`config.mk`:
```
export PLATFORM = sky130hd
export DESIGN_NAME = wake_timer_core
export DESIGN_NICKNAME = d
export VERILOG_FILES = /design/src/rtl/wtc_pkg.sv /design/src/rtl/wtc_rise.sv /design/src/rtl/wtc_counter.sv /design/src/rtl/wtc_irq.sv /design/src/rtl/wake_timer_core.sv
export SDC_FILE = /design/constraint.sdc
export NUM_CORES = 1
export LEC_CHECK = 0
export ABC_AREA = 1
export ABC_CLOCK_PERIOD_IN_PS = 6000
export BUFFER_PORTS_ARGS = -buffer_cell sky130_fd_sc_hd__buf_2
export CAP_MARGIN = 20
export CORE_MARGIN = 2
export CORE_UTILIZATION = 55
export CTS_CLUSTER_DIAMETER = 200
export DETAILED_ROUTE_END_ITERATION = 8
export GPL_TIMING_DRIVEN = 0
export PLACE_DENSITY = 0.8
export SLEW_MARGIN = 20
export SYNTH_ARGS = -nofsm -noshare
export SYNTH_HDL_FRONTEND = slang
export SYNTH_SLANG_ARGS = --single-unit
```
`constraint.sdc`:
```
create_clock -name clk -period 6 [get_ports clk]
set_clock_uncertainty 0.1 [all_clocks]
set_input_delay 0 -clock clk [delete_from_list [all_inputs] [get_ports clk]]
set_output_delay 0 -clock clk [all_outputs]
set_load 0.02 [all_outputs]
```
`src/rtl/wtc_pkg.sv`:
```
package wtc_pkg;

    // Action applied to the counter and wake-up register in one cycle.
    typedef enum logic [2:0] {
        ACT_HOLD,
        ACT_CLEAR,
        ACT_LOAD,
        ACT_START,
        ACT_STEP
    } cnt_act_e;

    // Control state carried next to the count.
    typedef struct packed {
        logic run;    // counter advances on second ticks
        logic armed;  // a wake-up value was written since the last reset
    } cnt_ctl_t;

    // Priority: timer reset, then write, then reset release, then tick.
    function automatic cnt_act_e pick_action(input logic rstn_db,
                                             input logic wr_en,
                                             input logic rise,
                                             input logic step);
        if (!rstn_db)
            return ACT_CLEAR;
        else if (wr_en)
            return ACT_LOAD;
        else if (rise)
            return ACT_START;
        else if (step)
            return ACT_STEP;
        else
            return ACT_HOLD;
    endfunction

endpackage

```
`src/rtl/wtc_rise.sv`:
```
module wtc_rise (
    input  logic clk,
    input  logic rst,
    input  logic din,
    output logic rise_o
);
    logic din_q;

    always_ff @(posedge clk) begin
        if (rst)
            din_q <= 1'b0;
        else
            din_q <= din;
    end

    assign rise_o = din & ~din_q;

    // A release is a single-cycle event.
    assert_rise_single_R2: assert property (@(posedge clk) disable iff (rst)
        rise_o |=> !rise_o);

endmodule

```
`src/rtl/wtc_counter.sv`:
```
module wtc_counter
    import wtc_pkg::*;
#(
    parameter int CNT_W     = 24,
    parameter bit HANDSHAKE = 1'b0
) (
    input  logic             clk,
    input  logic             rst,
    input  logic             rstn_db,
    input  logic             rise,
    input  logic             tick_sec,
    input  logic             wr_en,
    input  logic [CNT_W-1:0] wr_data,
    output logic [CNT_W-1:0] count_o,
    output logic [CNT_W-1:0] wake_o,
    output logic             match_o
);
    localparam logic [CNT_W-1:0] ALL_ONES = '1;
    localparam logic [CNT_W-1:0] ZERO     = '0;

    logic [CNT_W-1:0] count_q, wake_q, count_nx;
    cnt_ctl_t         ctl_q;
    cnt_act_e         act;
    logic             hit;

    assign count_nx = count_q + 1'b1;
    assign hit      = ctl_q.armed && (count_nx == wake_q);
    assign act      = pick_action(rstn_db, wr_en, rise, ctl_q.run & tick_sec);
    assign match_o  = (act == ACT_STEP) && hit;

    always_ff @(posedge clk) begin
        if (rst) begin
            count_q <= ZERO;
            wake_q  <= ZERO;
            ctl_q   <= '0;
        end else begin
            case (act)
                ACT_CLEAR: begin
                    count_q <= ZERO;
                    wake_q  <= ZERO;
                    ctl_q   <= '0;
                end
                ACT_LOAD: begin
                    count_q     <= ZERO;
                    wake_q      <= wr_data;
                    ctl_q.run   <= 1'b1;
                    ctl_q.armed <= 1'b1;
                end
                ACT_START: begin
                    count_q   <= ZERO;
                    ctl_q.run <= 1'b1;
                end
                ACT_STEP: begin
                    if (hit) begin
                        count_q   <= HANDSHAKE ? count_nx : ZERO;
                        ctl_q.run <= !HANDSHAKE;
                    end else begin
                        count_q <= count_nx;
                        if (count_nx == ALL_ONES)
                            ctl_q.run <= 1'b0;
                    end
                end
                default: begin
                    count_q <= count_q;
                end
            endcase
        end
    end

    assign count_o = count_q;
    assign wake_o  = wake_q;

    assert_step_or_clear_R1: assert property (@(posedge clk) disable iff (rst)
        rstn_db |=> (count_o == $past(count_o) ||
                     count_o == $past(count_o) + 1'b1 ||
                     count_o == ZERO));

    assert_hold_in_reset_R2: assert property (@(posedge clk) disable iff (rst)
        !rstn_db |=> (count_o == ZERO && wake_o == ZERO));

    assert_write_restart_R3: assert property (@(posedge clk) disable iff (rst)
        (rstn_db && wr_en) |=> (count_o == ZERO && wake_o == $past(wr_data)));

    assert_freeze_R4: assert property (@(posedge clk) disable iff (rst)
        (rstn_db && !wr_en && !rise && count_o == ALL_ONES) |=> count_o == ALL_ONES);

endmodule

```
`src/rtl/wtc_irq.sv`:
```
module wtc_irq #(
    parameter bit HANDSHAKE = 1'b0,
    parameter bit PUSH_PULL = 1'b0
) (
    input  logic clk,
    input  logic rst,
    input  logic rstn_db,
    input  logic rise,
    input  logic tick_fast,
    input  logic match,
    output logic irq_pin_o
);
    logic pulse_q;   // looping-mode pulse
    logic latch_q;   // handshake-mode level
    logic active;

    always_ff @(posedge clk) begin
        if (rst) begin
            pulse_q <= 1'b0;
            latch_q <= 1'b0;
        end else begin
            // A new match wins over a pulse-ending fast tick.
            if (match && !HANDSHAKE)
                pulse_q <= 1'b1;
            else if (tick_fast || !rstn_db)
                pulse_q <= 1'b0;

            if (match && HANDSHAKE)
                latch_q <= 1'b1;
            else if (rise)
                latch_q <= 1'b0;
        end
    end

    assign active = pulse_q | latch_q;

    generate
        if (PUSH_PULL) begin : g_push_pull
            assign irq_pin_o = active;
        end else begin : g_open_drain
            assign irq_pin_o = ~active;
        end
    endgenerate

    generate
        if (HANDSHAKE) begin : g_hs_chk
            assert_latch_hold_R7: assert property (@(posedge clk) disable iff (rst)
                (latch_q && !rise) |=> latch_q);
            assert_latch_release_R7: assert property (@(posedge clk) disable iff (rst)
                rise |=> !latch_q);
        end else begin : g_loop_chk
            assert_pulse_end_R6: assert property (@(posedge clk) disable iff (rst)
                (pulse_q && tick_fast && !match) |=> !pulse_q);
            assert_pulse_start_R6: assert property (@(posedge clk) disable iff (rst)
                match |=> pulse_q);
        end
    endgenerate

endmodule

```
`src/rtl/wake_timer_core.sv`:
```
module wake_timer_core #(
    parameter int CNT_W     = 24,
    parameter bit HANDSHAKE = 1'b0,
    parameter bit PUSH_PULL = 1'b0
) (
    input  logic             clk,
    input  logic             rst,
    input  logic             rstn_db,
    input  logic             tick_sec,
    input  logic             tick_fast,
    input  logic             wr_en,
    input  logic [CNT_W-1:0] wr_data,
    output logic [CNT_W-1:0] count_o,
    output logic [CNT_W-1:0] wake_o,
    output logic             irq_pin_o
);
    logic rise;
    logic match;

    wtc_rise i_rise (
        .clk    (clk),
        .rst    (rst),
        .din    (rstn_db),
        .rise_o (rise)
    );

    wtc_counter #(
        .CNT_W     (CNT_W),
        .HANDSHAKE (HANDSHAKE)
    ) i_counter (
        .clk      (clk),
        .rst      (rst),
        .rstn_db  (rstn_db),
        .rise     (rise),
        .tick_sec (tick_sec),
        .wr_en    (wr_en),
        .wr_data  (wr_data),
        .count_o  (count_o),
        .wake_o   (wake_o),
        .match_o  (match)
    );

    wtc_irq #(
        .HANDSHAKE (HANDSHAKE),
        .PUSH_PULL (PUSH_PULL)
    ) i_irq (
        .clk       (clk),
        .rst       (rst),
        .rstn_db   (rstn_db),
        .rise      (rise),
        .tick_fast (tick_fast),
        .match     (match),
        .irq_pin_o (irq_pin_o)
    );

endmodule

```
==> impl_metrics.ini, run 1 <==
[critical_path]
arrival_ns = 2.75
cp-start-kind = flip-flop
endpoint_kind = flip-flop
ff2ff_path_depth = 17
reg2reg_to = i_counter.count_o[23]$_SDFFE_PP0P_
rrSetupSlack_ns = 3.32
required_ns = 6.07
criticalPathCategory = flip-flop to flip-flop
worstPathMaxFanout = 10
cp-endpoint = i_counter.count_o[23]$_SDFFE_PP0P_
rr_startpoint = i_counter.count_o[1]$_SDFFE_PP0P_
startpoint = i_counter.count_o[1]$_SDFFE_PP0P_

[die]
die_h_um = 82.4
core_area_um2 = 5920
io-pin-count = 79
initial_core_util_pct = 57.1
dieArea_um2 = 6790
die_w_um = 82.4
rows = 28

[synth]
ys_warn_count = 0
synth_async_sr_flop_share_pct = 0
ys_ff_latch = 52
synth_ff_type = dfxtp_1
yosysSeqAreaShare_pct = 30.8
syn-instance-count = 556
synth_cell_types = 30
synth_edf_count = 0
avgSynthCellArea_um2 = 6.08
syn_area_um2 = 3380
synth_nets = 588

[sta]
setup_tns_ns = 0
setup_viol = 0
final_max_slew_viol_count = 0
min_period_over_period_pct = 44.6
grt_setup_unrepaired = false
fin_crit_ns = 2.68
relSlewSlack_pct = 57.0
worstMarginPinSlew_ns = 0.645
timing.final.ws_setup_ns = 3.32
hold_viol = 0
max_freq_mhz = 373

[global_route]
grt_max_degree = 17
grt_antenna_before_repair = 0
overflow = 0
grt_pass1_wl_mm = 16.8
grt_pass1_vias = 3610
grt_util_all_layers_pct = 32.1

[detailed_routing]
ant_nets = 0
drt-initial-drc-count = 395
via_per_inst = 5.40
vias = 4026
wl_per_cell_um = 14.1
dr.pass1.iters = 5
finalWirelength_mm = 10.5
route.detailed.drc = 0

[clock_network]
htreeDepth = 2
clockBufferDepth = 2
cts.sink_count = 52
path_clk_slew_ns = 0.10
cts-root-buf = clkbuf_8
post_cts_buffers = 0
tritoncts = built
cts-resized-gates = 0
numCtsBuffers = 5
clock_latency_ns = 0.31
hold_buffers = 33

[place]
dp_slack_ns = 3.38
gp_congestion = 0.914
io_buffer_count = 75
dp_hpwl_mm = 7.58
dpl.cell_count = 706
place_area_um2 = 3850

[power_and_ir_drop]
irDropWorstVdd_mv = 0.121
power_uw = 648
p_per_area_nw_per_um2 = 152
static-leakage-power_uw = 0.00187

[layout]
fill_cells = 516
design_area_um2 = 4260
final_nets = 703
area_growth_pct = 26.2
diodes = 0
stdcell_count = 746
drive_above_1_share_pct = 17.6

[flow_run]
cap_violations = 0

[outcome]
status = complete, no violations

[hold_path]
holdCritPathClass = input pin to flip-flop
[per-layer routing]
metal	vias up	GRT usage, %	part of all wire, %
met3	17	5.33	7.5
met2	171	53.1	47
met5	-	0	0
met4	0	8.67	1.8
li1	2016	-	-
met1	1822	43.3	43
[worst max-delay path, cell delays in order (launching register included)]
cell	delay, ns
dfxtp_1	0.47
ha_1	0.25
nand2_2	0.12
nor2_4	0.19
nand2_2	0.10
nand2_1	0.07
nand2_1	0.10
nand2_1	0.08
nand2_1	0.05
inv_1	0.04
nand2_1	0.04
nor2_1	0.19
nand3_1	0.13
nor2_2	0.17
nand2_4	0.11
buf_6	0.17
nand4_1	0.08
a21oi_1	0.07
[cell usage after synthesis, drive strengths merged (2+ instances only)]
cell	instances	area (um^2)
inv	61	229
and2	2	12.5
nand3	80	400
a21oi	52	260
nor2	53	270
nor3	2	15.0
ha	2	25.0
nand4	13	81.3
buf	4	32.5
clkbuf	16	60.1
dfxtp	52	1040
o21ai	2	10.0
nand3b	9	67.6
o21bai	2	18.8
nand2	201	807
[area by class of cell]
cell class / count / area (um^2) / share of cell area [%]
clock inverters: 2 / 16.3 / 0.381
clock buffers: 5 / 68.8 / 1.61
inverters: 62 / 233 / 5.46
well taps: 75 / 93.8 / 2.20
plain buffers: 20 / 92.6 / 2.17
multi-input cells: 422 / 2010 / 47.2
flip-flops and latches: 52 / 1040 / 24.4
repair buffers: 108 / 706 / 16.5
[cell usage in the layout, fill, tap and decap left out, types with 2 or more instances in the layout]
cell	netlist	final
nand3_1	80	80
buf_6	2	2
nand4_1	13	13
nand2_1	186	186
clkbuf_1	16	16
nor2_1	40	40
nor2_2	7	7
nand2_2	12	12
nand3b_1	9	9
nor2_4	5	5
a21oi_1	52	52
dlygate4sd3_1	0	33
ha_1	2	2
inv_1	60	60
buf_2	2	77
and2_1	2	2
nand2_4	3	3
clkbuf_8	0	5
dfxtp_1	52	52
[logic make-up after synthesis]
logic type	after synthesis	share of synthesized area (%)
AOI/OAI and AO/OA	57	8.77
DFF	52	30.8
xor gates and xnor gates	2	0.926
and+or+nand+nor	361	49.1
buffers and inverters	82	9.63
adders and majority gates	2	0.740
[report_power, final]
part | internal, uW | total [uW] | switching [uW] | leakage [uW]
sequential | 351 | 359 | 7.15 | 0.000422
combinational | 36.0 | 79.9 | 43.9 | 0.00140
clock | 81.7 | 210 | 128 | 0.0000406
[registers in the layout, indices dropped and copies added, names as in the netlist]
| register | count |
|---|---|
| i_counter.count_o | 24 |
| i_counter.wake_o | 24 |
| i_counter.ctl_q | 2 |
| i_irq.pulse_q | 1 |
| i_rise.din_q | 1 |
[worst min path at each step]
stage | endpoint | slack (ns) | start | cells after the start
global route | i_counter.ctl_q[0]$_SDFFE_PP0P_ | 0.02 | rstn_db | 4
global placement | i_irq.pulse_q$_SDFFE_PP0P_ | 0.17 | tick_fast | 3
finish | i_counter.ctl_q[0]$_SDFFE_PP0P_ | 0.02 | rstn_db | 4
floorplan | i_counter.wake_o[0]$_SDFFE_PP0P_ | 0.06 | wr_data[0] | 2
detailed placement | i_counter.wake_o[10]$_SDFFE_PP0P_ | 0.18 | wr_data[10] | 3
CTS | i_counter.ctl_q[0]$_SDFFE_PP0P_ | 0.009 | rstn_db | 4
[per-stage QoR]
stage / hold WS, ns / util [%]
after floorplan: 0.0649 / -
after global placement: 0.172 / 65.0
after detailed placement: 0.176 / 65.0
after CTS: 0.00906 / 72.0
after global routing: 0.0196 / 72.0
final: 0.0186 / 72.0
Power figures use the tool's default switching activity.
==> inputs of run 2 (changes only) <==
--- a/config.mk
+++ b/config.mk
@@ -5,16 +5,16 @@
 export SDC_FILE = /design/constraint.sdc
 export NUM_CORES = 1
 export LEC_CHECK = 0
-export ABC_AREA = 1
-export ABC_CLOCK_PERIOD_IN_PS = 6000
+export ABC_AREA = 0
+export ABC_CLOCK_PERIOD_IN_PS = 2200
 export BUFFER_PORTS_ARGS = -buffer_cell sky130_fd_sc_hd__buf_2
 export CAP_MARGIN = 20
 export CORE_MARGIN = 2
-export CORE_UTILIZATION = 55
+export CORE_UTILIZATION = 50
 export CTS_CLUSTER_DIAMETER = 200
 export DETAILED_ROUTE_END_ITERATION = 8
 export GPL_TIMING_DRIVEN = 0
-export PLACE_DENSITY = 0.8
+export PLACE_DENSITY = 0.76
 export SLEW_MARGIN = 20
 export SYNTH_ARGS = -nofsm -noshare
 export SYNTH_HDL_FRONTEND = slang
==> constraint.sdc (replaced) <==
create_clock -name clk -period 2.2 [get_ports clk]
set_clock_uncertainty 0.1 [all_clocks]
set_input_delay 0 -clock clk [delete_from_list [all_inputs] [get_ports clk]]
set_output_delay 0 -clock clk [all_outputs]
set_load 0.02 [all_outputs]
==> impl_metrics.ini, run 2 <==
[synth]
ys_ff_latch = 52
ys_warn_count = 0
synth_common_cells = nor2_1 (59), dfxtp_1 (52), nand2_1 (45), mux2i_1 (25), a21oi_1 (24)
syn_area_um2 = 3680
yosysTopAreaCellShare_pct = 28.3
synth_top_area_cell = dfxtp_1
avgSynthCellArea_um2 = 7.75
synth_ff_type = dfxtp_1
yosysSeqAreaShare_pct = 28.3
synth_async_sr_flop_share_pct = 0
synth.most_common_cell = nor2_1
synth.area.top_cells = dfxtp_1 (28%), mux2i_1 (6.8%), nor2_1 (6.0%)
synth_edf_count = 0
synth_cell_types = 68
synth_nets = 507
syn-instance-count = 475

[place]
io_buffer_count = 76
dpl.cell_count = 650
dp_hpwl_mm = 9.31
gp_congestion = 0.953

[sta]
final_max_slew_viol_count = 0
worstMarginPinSlew_ns = 0.769
setup_tns_ns = -23.18
fin_crit_ns = 3.17
grt_setup_unrepaired = true
setup_viol = 26
timing.final.ws_setup_ns = -0.974
max_freq_mhz = 315
min_period_over_period_pct = 144
relSlewSlack_pct = 48.7
hold_viol = 0

[layout]
utilization_pct = 74.9
final_common_cell = buf_2
layout_common_cells = buf_2 (78), nor2_1 (59), dfxtp_1 (42)
diodes = 0
area_growth_pct = 46.1
final_nets = 650
stdcell_count = 718
drive_above_1_share_pct = 36.8

[die]
core_area_um2 = 7180
die_w_um = 89.8
rows = 31
die_h_um = 89.8
initial_core_util_pct = 51.3
dieArea_um2 = 8060
io-pin-count = 79

[clock_network]
numCtsBuffers = 5
cts-root-buf = clkbuf_8
tritoncts = built
htreeDepth = 2
path_clk_slew_ns = 0.11
clockBufferDepth = 2
clock_latency_ns = 0.32
cts.sink_count = 52

[critical_path]
worstPathMaxFanout = 6
cp-start-kind = flip-flop
ff2ff_path_depth = 14
required_ns = 2.35
slowest_stage = or4_4
criticalPathCategory = flip-flop to flip-flop
rr_startpoint = i_counter.count_o[2]$_SDFFE_PP0P_
reg2reg_to = i_counter.count_o[17]$_SDFFE_PP0P_
crit_buf_inv = 5
rrSetupSlack_ns = -0.97
critical_path.max_stage_delay_ns = 0.43
endpoint_kind = flip-flop
arrival_ns = 3.32
crit_path_cell_trace = nand4_1, buf_6, or3_4, buf_6, or4_4, nand2_4, buf_4, buf_4, a221oi_1, and4_4, a21oi_4, buf_6, a21bo_1, a21oi_2
crit_top_cell = buf_6
path_delay_family = simple AND/OR/NAND/NOR gates

[power_and_ir_drop]
irDropWorstVdd_mv = 0.291
p_per_area_nw_per_um2 = 338
static-leakage-power_uw = 0.00215

[detailed_routing]
dr.pass1.iters = 5
wl_per_cell_um = 19.6
finalWirelength_mm = 14.1
route.detailed.drc = 0
vias = 4429
via_per_inst = 6.17
ant_nets = 0
drt-initial-drc-count = 435

[hold_path]
hold_depth = 2
holdPathEnd = i_counter.count_o[14]$_SDFFE_PP0P_
hp-start = rst
holdCritPathClass = input pin to flip-flop

[outcome]
violations = negative setup slack
status = complete, but fails checks

[global_route]
grt_antenna_before_repair = 0
grt_pass1_vias = 4138
grt_max_degree = 17
grt_pass1_wl_mm = 21.9
grt_util_all_layers_pct = 33.9
overflow = 0

[flow_run]
cap_violations = 0
[run 2: cell types whose count changed after synthesis, moves of 9 or more]
cell     change
buf_2       +10
nand3_1     -61
nor2_1      +19
a31oi_1      +9
nor2b_1     +10
mux2i_1     +25
nand2_1    -141
nand2_2     -12
nor3_1      +14
xnor2_1      +9
inv_1       -49
a21oi_1     -28
[run 2: cell type report]
cell class | instances | area (um^2)
Inverter | 11 | 41.3
Fill cell | 535 | 1800
Timing Repair Buffer | 145 | 988
Multi-Input combinational cell | 372 | 2850
Clock buffer | 7 | 86.3
Clock inverter | 1 | 8.76
Buffer | 31 | 210
Sequential cell | 52 | 1070
Tap cell | 99 | 124
[run 2: cells by family (layout without fill, tap and decap cells)]
kind of cell | count (synthesis) | after routing | share of synthesized area [%]
simple gates | 229 | 229 | 33.4
compound gates | 94 | 94 | 18.0
flops | 52 | 52 | 28.3
buf+inv | 51 | 195 | 6.22
mux | 25 | 25 | 6.80
xor+xnor | 22 | 22 | 6.63
fa+ha+maj | 2 | 2 | 0.680
[run 2: worst max-delay path by stage]
stage	slack, ns	startpoint	depth (start not counted)	end
global placement	-1.46	i_counter.count_o[3]$_SDFFE_PP0P_	11	i_counter.ctl_q[1]$_SDFFE_PP0P_
CTS	-0.99	i_counter.count_o[4]$_SDFFE_PP0P_	12	i_counter.count_o[17]$_SDFFE_PP0P_
global route	-1.06	i_counter.count_o[11]$_SDFFE_PP0P_	10	i_counter.ctl_q[1]$_SDFFE_PP0P_
detailed placement	-1.41	i_counter.count_o[14]$_SDFFE_PP0P_	9	i_counter.ctl_q[1]$_SDFFE_PP0P_
finish	-0.97	i_counter.count_o[2]$_SDFFE_PP0P_	14	i_counter.count_o[17]$_SDFFE_PP0P_
floorplan	-0.89	i_counter.count_o[0]$_SDFFE_PP0P_	11	i_counter.ctl_q[1]$_SDFFE_PP0P_
[run 2: per-stage QoR]
stage	hold WS, ns	total power [uW]	setup slack (ns)	instance area (um^2)
finish	0.0210	1820	-0.974	5380
floorplan	0.0474	1120	-0.887	3740
CTS	0.0239	1820	-0.989	5050
global route	0.0727	1880	-1.06	5380
detailed placement	0.143	1190	-1.41	4250
global placement	0.130	1190	-1.46	4250
[run 2: routing by layer]
| metal | routed length (um) | vias to the layer above | global-route usage, % |
|---|---|---|---|
| met5 | 0 | - | 0 |
| met4 | 490 | 0 | 12.6 |
| met3 | 1300 | 46 | 5.36 |
| met2 | 6500 | 262 | 55.7 |
| met1 | 5760 | 2096 | 45.1 |
| li1 | - | 2025 | - |
[run 2: report_power, final]
group	switching (uW)	internal (uW)
Sequential	26.5	949
Clock	335	259
Combinational	123	123
[run 2: repair_timing]
item,in CTS,in global routing
gates resized for setup,64,58
hold buffers,26,0
pin swaps,27,21
gates cloned,2,1
endpoints found under the hold margin,25,0
setup buffers,23,17
endpoints found under the setup margin,26,26
